### config.mk
export PLATFORM = sky130hd
export DESIGN_NAME = bfems_decoder
export DESIGN_NICKNAME = d
export VERILOG_FILES = /design/src/rtl/bfems_pkg.sv /design/src/rtl/bfems_regs.sv /design/src/rtl/bfems_window.sv /design/src/rtl/bfems_sysmap.sv /design/src/rtl/bfems_decoder.sv
export SDC_FILE = /design/constraint.sdc
export NUM_CORES = 1
export LEC_CHECK = 0
export ABC_CLOCK_PERIOD_IN_PS = 3800
export CAP_MARGIN = 20
export CORE_MARGIN = 4
export CORE_UTILIZATION = 50
export CTS_CLUSTER_SIZE = 12
export DETAILED_ROUTE_END_ITERATION = 7
export GPL_TIMING_DRIVEN = 0
export PLACE_DENSITY = 0.77
export SLEW_MARGIN = 20
export SYNTH_ARGS = -nofsm -noshare
export SYNTH_HDL_FRONTEND = slang
export SYNTH_SLANG_ARGS = --single-unit
### constraint.sdc
create_clock -name clk -period 3.8 [get_ports clk]
set_clock_uncertainty 0.05 [all_clocks]
set_input_delay 0.38 -clock clk [delete_from_list [all_inputs] [get_ports clk]]
set_output_delay 0.38 -clock clk [all_outputs]
set_load 0.02 [all_outputs]
### src/rtl/bfems_pkg.sv
package bfems_pkg;
  typedef enum logic [1:0] {
    RGN_NONE = 2'd0,
    RGN_SYS  = 2'd1,
    RGN_EMS  = 2'd2
  } rgn_e;

  localparam int PAGE_AW = 14;
endpackage

### src/rtl/bfems_regs.sv
module bfems_regs #(
  parameter int IO_AW     = 16,
  parameter int IO_BASE   = 16'h0260,
  parameter int NUM_PAGES = 4,
  parameter int PB        = 9
) (
  input  logic          clk,
  input  logic          rst_n,
  input  logic          io_wr,
  input  logic [IO_AW-1:0] io_addr,
  input  logic [PB:0]   io_wdata,
  output logic          page_en  [NUM_PAGES],
  output logic [PB-1:0] page_num [NUM_PAGES],
  output logic          win_en,
  output logic [PB-1:0] win_base
);
  localparam logic [IO_AW-1:0] CTRL_PORT = IO_AW'(IO_BASE + NUM_PAGES);

  for (genvar g = 0; g < NUM_PAGES; g++) begin : g_slot
    localparam logic [IO_AW-1:0] SLOT_PORT = IO_AW'(IO_BASE + g);
    always_ff @(posedge clk or negedge rst_n) begin
      if (!rst_n) begin
        page_en[g]  <= 1'b0;
        page_num[g] <= '0;
      end else if (io_wr && io_addr == SLOT_PORT) begin
        page_en[g]  <= io_wdata[PB];
        page_num[g] <= io_wdata[PB-1:0];
      end
    end
  end

  always_ff @(posedge clk or negedge rst_n) begin
    if (!rst_n) begin
      win_en   <= 1'b0;
      win_base <= '0;
    end else if (io_wr && io_addr == CTRL_PORT) begin
      win_en   <= io_wdata[PB];
      win_base <= io_wdata[PB-1:0];
    end
  end
endmodule

### src/rtl/bfems_window.sv
module bfems_window
  import bfems_pkg::*;
#(
  parameter int BUS_AW    = 24,
  parameter int NUM_PAGES = 4,
  parameter int PB        = 9
) (
  input  logic [BUS_AW-1:0] bus_addr,
  input  logic              page_en  [NUM_PAGES],
  input  logic [PB-1:0]     page_num [NUM_PAGES],
  input  logic              win_en,
  input  logic [PB-1:0]     win_base,
  output logic              hit,
  output logic [PB+PAGE_AW-1:0] phys
);
  localparam int IDX_W = $clog2(NUM_PAGES);
  localparam int UW    = PB + 1;
  localparam int TOP   = PB + PAGE_AW;

  logic [UW-1:0]    diff;
  logic [IDX_W-1:0] slot;
  logic             low, in_win;

  always_comb begin
    low    = (bus_addr[BUS_AW-1:TOP] == '0);
    diff   = {1'b0, bus_addr[TOP-1:PAGE_AW]} - {1'b0, win_base};
    slot   = diff[IDX_W-1:0];
    in_win = win_en && low && (diff < UW'(NUM_PAGES));
    hit    = in_win && page_en[slot];
    phys   = {page_num[slot], bus_addr[PAGE_AW-1:0]};
  end
endmodule

### src/rtl/bfems_sysmap.sv
module bfems_sysmap #(
  parameter int BUS_AW  = 24,
  parameter int SYS_AW  = 23,
  parameter int CONV_AW = 20,
  parameter int RGN_AW  = 17,
  parameter int NUM_SW  = 5
) (
  input  logic [BUS_AW-1:0] bus_addr,
  input  logic [NUM_SW-1:0] backfill_sw,
  input  logic              ext_mem_en,
  output logic              hit,
  output logic [SYS_AW-1:0] phys
);
  localparam int RIDX_W = CONV_AW - RGN_AW;

  logic [(2**RIDX_W)-1:0] sw_pad;
  logic [RIDX_W-1:0]      ridx;
  logic                   conv, bf_hit, ext_hit;

  always_comb begin
    sw_pad             = '0;
    sw_pad[NUM_SW-1:0] = backfill_sw;
    conv    = (bus_addr[BUS_AW-1:CONV_AW] == '0);
    ridx    = bus_addr[CONV_AW-1:RGN_AW];
    bf_hit  = conv && sw_pad[ridx];
    ext_hit = ext_mem_en && !conv && (bus_addr[BUS_AW-1:SYS_AW] == '0);
    hit     = bf_hit || ext_hit;
    phys    = bus_addr[SYS_AW-1:0];
  end
endmodule

### src/rtl/bfems_decoder.sv
module bfems_decoder
  import bfems_pkg::*;
#(
  parameter int BUS_AW    = 24,
  parameter int SYS_AW    = 23,
  parameter int EMS_AW    = 23,
  parameter int CONV_AW   = 20,
  parameter int RGN_AW    = 17,
  parameter int NUM_SW    = 5,
  parameter int NUM_PAGES = 4,
  parameter int IO_AW     = 16,
  parameter int IO_BASE   = 16'h0260
) (
  input  logic                  clk,
  input  logic                  rst_n,
  input  logic [BUS_AW-1:0]     bus_addr,
  input  logic                  mem_strobe,
  input  logic                  io_wr,
  input  logic [IO_AW-1:0]      io_addr,
  input  logic [EMS_AW-14:0]    io_wdata,
  input  logic [NUM_SW-1:0]     backfill_sw,
  input  logic                  ext_mem_en,
  output logic                  dec_vld,
  output logic                  board_sel,
  output logic                  sel_sys,
  output logic                  sel_ems,
  output logic [((SYS_AW > EMS_AW) ? SYS_AW : EMS_AW)-1:0] phys_addr
);
  localparam int PB      = EMS_AW - PAGE_AW;
  localparam int PHYS_AW = (SYS_AW > EMS_AW) ? SYS_AW : EMS_AW;

  logic          page_en  [NUM_PAGES];
  logic [PB-1:0] page_num [NUM_PAGES];
  logic          win_en;
  logic [PB-1:0] win_base;
  logic          ems_hit, sys_hit;
  logic [EMS_AW-1:0] ems_phys;
  logic [SYS_AW-1:0] sys_phys;

  rgn_e               nxt_rgn, rgn_q;
  logic [PHYS_AW-1:0] nxt_phys, phys_q;
  logic               vld_q;

  bfems_regs #(
    .IO_AW(IO_AW), .IO_BASE(IO_BASE), .NUM_PAGES(NUM_PAGES), .PB(PB)
  ) u_regs (
    .clk(clk), .rst_n(rst_n), .io_wr(io_wr), .io_addr(io_addr),
    .io_wdata(io_wdata), .page_en(page_en), .page_num(page_num),
    .win_en(win_en), .win_base(win_base)
  );

  bfems_window #(
    .BUS_AW(BUS_AW), .NUM_PAGES(NUM_PAGES), .PB(PB)
  ) u_window (
    .bus_addr(bus_addr), .page_en(page_en), .page_num(page_num),
    .win_en(win_en), .win_base(win_base), .hit(ems_hit), .phys(ems_phys)
  );

  bfems_sysmap #(
    .BUS_AW(BUS_AW), .SYS_AW(SYS_AW), .CONV_AW(CONV_AW),
    .RGN_AW(RGN_AW), .NUM_SW(NUM_SW)
  ) u_sysmap (
    .bus_addr(bus_addr), .backfill_sw(backfill_sw), .ext_mem_en(ext_mem_en),
    .hit(sys_hit), .phys(sys_phys)
  );

  // Window first, then system RAM; an unanswered cycle reports address 0.
  always_comb begin
    nxt_rgn  = RGN_NONE;
    nxt_phys = '0;
    if (mem_strobe) begin
      if (ems_hit) begin
        nxt_rgn  = RGN_EMS;
        nxt_phys = PHYS_AW'(ems_phys);
      end else if (sys_hit) begin
        nxt_rgn  = RGN_SYS;
        nxt_phys = PHYS_AW'(sys_phys);
      end
    end
  end

  always_ff @(posedge clk or negedge rst_n) begin
    if (!rst_n) begin
      rgn_q  <= RGN_NONE;
      phys_q <= '0;
      vld_q  <= 1'b0;
    end else begin
      rgn_q  <= nxt_rgn;
      phys_q <= nxt_phys;
      vld_q  <= mem_strobe;
    end
  end

  assign dec_vld   = vld_q;
  assign sel_sys   = (rgn_q == RGN_SYS);
  assign sel_ems   = (rgn_q == RGN_EMS);
  assign board_sel = (rgn_q != RGN_NONE);
  assign phys_addr = phys_q;
endmodule

==> impl_metrics.csv <==
group,metric,value,unit
synth,yosys_warnings,0,
worst_setup_path,cp_slowest_cell,"clkdlybuf4s50_1",
floorplanning,core_area,0.00737,mm²
power_and_ir_drop,p_sw,0.000414,W
cts,cts_setup_buffers,0,
status,status,"completed",
route,drt-initial-drc-count,108,
grt,grt_pass1_vias,2843,
power_and_ir_drop,swShare,24.0,%
synth,synth_area_leaders,"dfrtp_1 (50%), mux2_2 (12%), nand2_1 (5.7%)",
floorplanning,die_area,0.00913,mm²
cts,cts_buffer_depth,2,
placement,io_buffers,86,
synth,synthFlopType,"dfrtp_1",
placement,hpwl,6.47,mm
timing,finalHoldViolations,0,
placement,pre_cts_ws,43.9,ps
worst_hold_path,hold_class,"in -> async",
power_and_ir_drop,clock_power_share,41.6,%
power_and_ir_drop,ir_drop,0.262,mV
synth,postSynthCellCount,332,
worst_setup_path,start_kind,"primary input",
grt,grt_overflow,0,
worst_setup_path,path_cells,"clkdlybuf4s50_1 > inv_1 > ha_1 > fa_1 > clkbuf_2 > mux4_2 > o21ai_1 > or4_1 > or4_1 > buf_6 > buf_8 > and2_1",
cts,htreeDepth,3,
timing,setup_viol,0,
grt,grt_start_max_net_pins,47,
worst_setup_path,endpoint_kind,"flip-flop",
grt,antenna_found_initial,0,
timing,setup_ws,398,ps
route,vias_per_cell,5.40,
floorplanning,die_w,95.6,µm
grt,grt_pass1_wl,14.0,mm
timing,tightest_slew,1040,ps
worst_setup_path,cp.required,4010,ps
worst_setup_path,r2r_end,"rgn_q[0]$_DFF_PN0_",
job,maxCapViolations,0,
floorplanning,initial_core_util,52.0,%
worst_setup_path,cp_slowest_stage_delay,480,ps
route,drt-total-wl,8.88,mm
timing,rsz0062_at_grt,"false",
worst_setup_path,critPathMaxFanout,10,
worst_setup_path,r2r_cells,10,
timing,fmax,294,MHz
timing,period_share,89.5,%
worst_setup_path,crit_type,"in -> reg",
route,antenna_left,0,
timing,maxSlewViolCount,0,
power_and_ir_drop,powerDensity,339,mW/mm²
worst_setup_path,crit_family,"buffers and inverters",
synth,yosys.area.top_type,"dfrtp_1",
worst_setup_path,crit_path_frequent_cell,"or4_1",
route,vias,2887,
synth,syn_nets,402,
synth,synth_seq_cells,76,
cts,clkLatencyLatePin,360,ps
route,drc,0,
finish,layout-drive-gt1-share,17.2,%
finish,antenna_cells,0,
timing,max_slew_margin,30.5,%
worst_setup_path,arrival,3610,ps
route,wl_per_cell,16.6,µm
cts,root_buffer,"clkbuf_8",
cts,clkTransAtPathRegs,80,ps
timing,fin_crit,3400,ps
finish,stdcell_count,535,
timing,whs,439,ps
floorplanning,row_count,31,
synth,synth_area,0.00383,mm²
worst_setup_path,regToRegSetupSlack,570,ps
route,first_pass_iters,4,
power_and_ir_drop,seq_power_share,47.5,%
floorplanning,fp.dieH,95.6,µm
power_and_ir_drop,pwr-share-comb,10.9,%
synth,synth_cell_types,51,
cts,cts_tree,"yes",
placement,dp.cells,518,
power_and_ir_drop,p_int,0.00131,W
cts,cts_sinks,76,
floorplanning,io_pins,87,
placement,placed_area,0.00484,mm²
power_and_ir_drop,p_leak,2.36,nW
finish,area_delta_synth_final,32.7,%
worst_setup_path,r2r_start,"u_regs.win_base[0]$_DFFE_PN0P_",
synth,synth-edff-count,0,
synth,yosysSeqAreaShare,49.6,%
grt,grt_usage,20.4,%
cts,cts-buffers-inserted,9,
finish,fin_area,0.00508,mm²
finish,num-nets-final,501,
worst_setup_path,path_buf_inv,5,
placement,gp_congestion,0.915,
synth,synthArstFlopShare,100,%
synth,synth.avg_cell_area,11.5,µm²
synth,synth.top_cell.area_share,49.6,%
==> synthesized netlist by cell type, types with 3 or more instances <==
master    count
ha_1          9
nor2b_1       4
nand2b_1      8
clkbuf_1      8
mux4_2        3
o21ai_1      15
buf_6         3
o21ai_0      12
mux4_1        7
nand2_1      58
inv_1        12
nor2_1        8
mux2i_1      11
mux2_2       42
a21oi_1       9
dfrtp_1      76
nor4_1        3
nor3_1        3
==> area by class of cell <==
cell class	count	area [µm²]
Buffer	16	96.3
Tap cell	99	124
Clock inverter	6	95.1
Inverter	12	45.0
Multi-Input combinational cell	228	1790
Fill cell	555	2280
Clock buffer	10	138
Timing Repair Buffer	88	896
Sequential cell	76	1900
==> layout by cell type, fill, tap and decap left out, drive strengths merged, types with 8 or more instances in the layout <==
master         instances
mux2                  42
a21oi                 10
buf                    9
o21ai                 27
clkbuf                19
ha                     9
dfrtp                 76
mux4                  10
nand2                 58
mux2i                 11
clkdlybuf4s50         85
inv                   14
nor2                   8
nand2b                 8
==> worst max path at each step <==
| stage | start | to | slack (ps) | cells after the start |
|---|---|---|---|---|
| 2_1_floorplan | bus_addr[14] | rgn_q[0]$_DFF_PN0_ | 830 | 11 |
| 3_3_place_gp | rst_n | u_regs.page_num[9]$_DFFE_PN0P_ | -270 | 1 |
| 3_5_place_dp | bus_addr[14] | rgn_q[0]$_DFF_PN0_ | 40 | 12 |
| 4_1_cts | bus_addr[14] | phys_addr[19]$_DFF_PN0_ | 420 | 12 |
| 5_1_grt | bus_addr[14] | phys_addr[11]$_DFF_PN0_ | 260 | 12 |
| 6_report | bus_addr[14] | rgn_q[0]$_DFF_PN0_ | 400 | 12 |
==> registers in the layout, summed over array words and instances (netlist names) <==
name / flops
rgn_q: 2
dec_vld: 1
u_regs.page_num: 36
u_regs.win_base: 9
phys_addr: 23
u_regs.page_en: 4
u_regs.win_en: 1
==> metrics by stage <==
step           util [%]  TNS [ps]  total power, W
6_report           69.0         0         0.00172
3_5_place_dp       65.7         0         0.00102
4_1_cts            69.0         0         0.00174
5_1_grt            69.0         0         0.00179
2_1_floorplan         -         0        0.000898
3_3_place_gp       65.4    -19960         0.00102
==> layer usage <==
| metal | GRT usage, % | part of all wire (%) | vias to the layer above |
|---|---|---|---|
| met4 | 8.06 | 1.9 | 0 |
| met5 | 0 | 0 | - |
| met2 | 32.6 | 47 | 104 |
| met1 | 27.2 | 44 | 1386 |
| li1 | - | - | 1383 |
| met3 | 4.42 | 7.1 | 14 |
==> repair_timing <==
action,4_1_cts,5_1_grt
hold buffers,1,0
endpoints found under the hold margin,30,0
resized for setup,0,0
setup endpoints to repair,0,0
==> cell families after synthesis <==
kind of cell               synth area share (%)
adders and majority gates                  3.46
muxes                                      21.8
buffers and inverters                      3.69
DFF                                        49.6
xor gates and xnor gates                  0.457
AOI/OAI and AO/OA                          7.64
and+or+nand+nor                            13.4
==> power by group through the flow <==
stage | Sequential, W | Combinational (W) | Clock (W)
finish | 0.000818 | 0.000188 | 0.000716
CTS | 0.000818 | 0.000191 | 0.000729
floorplan | 0.000844 | 0.0000541 | 0
global placement | 0.000834 | 0.000182 | 0
global route | 0.000819 | 0.000205 | 0.000766
detailed placement | 0.000834 | 0.000189 | 0
(Power assumes the default switching activity.)
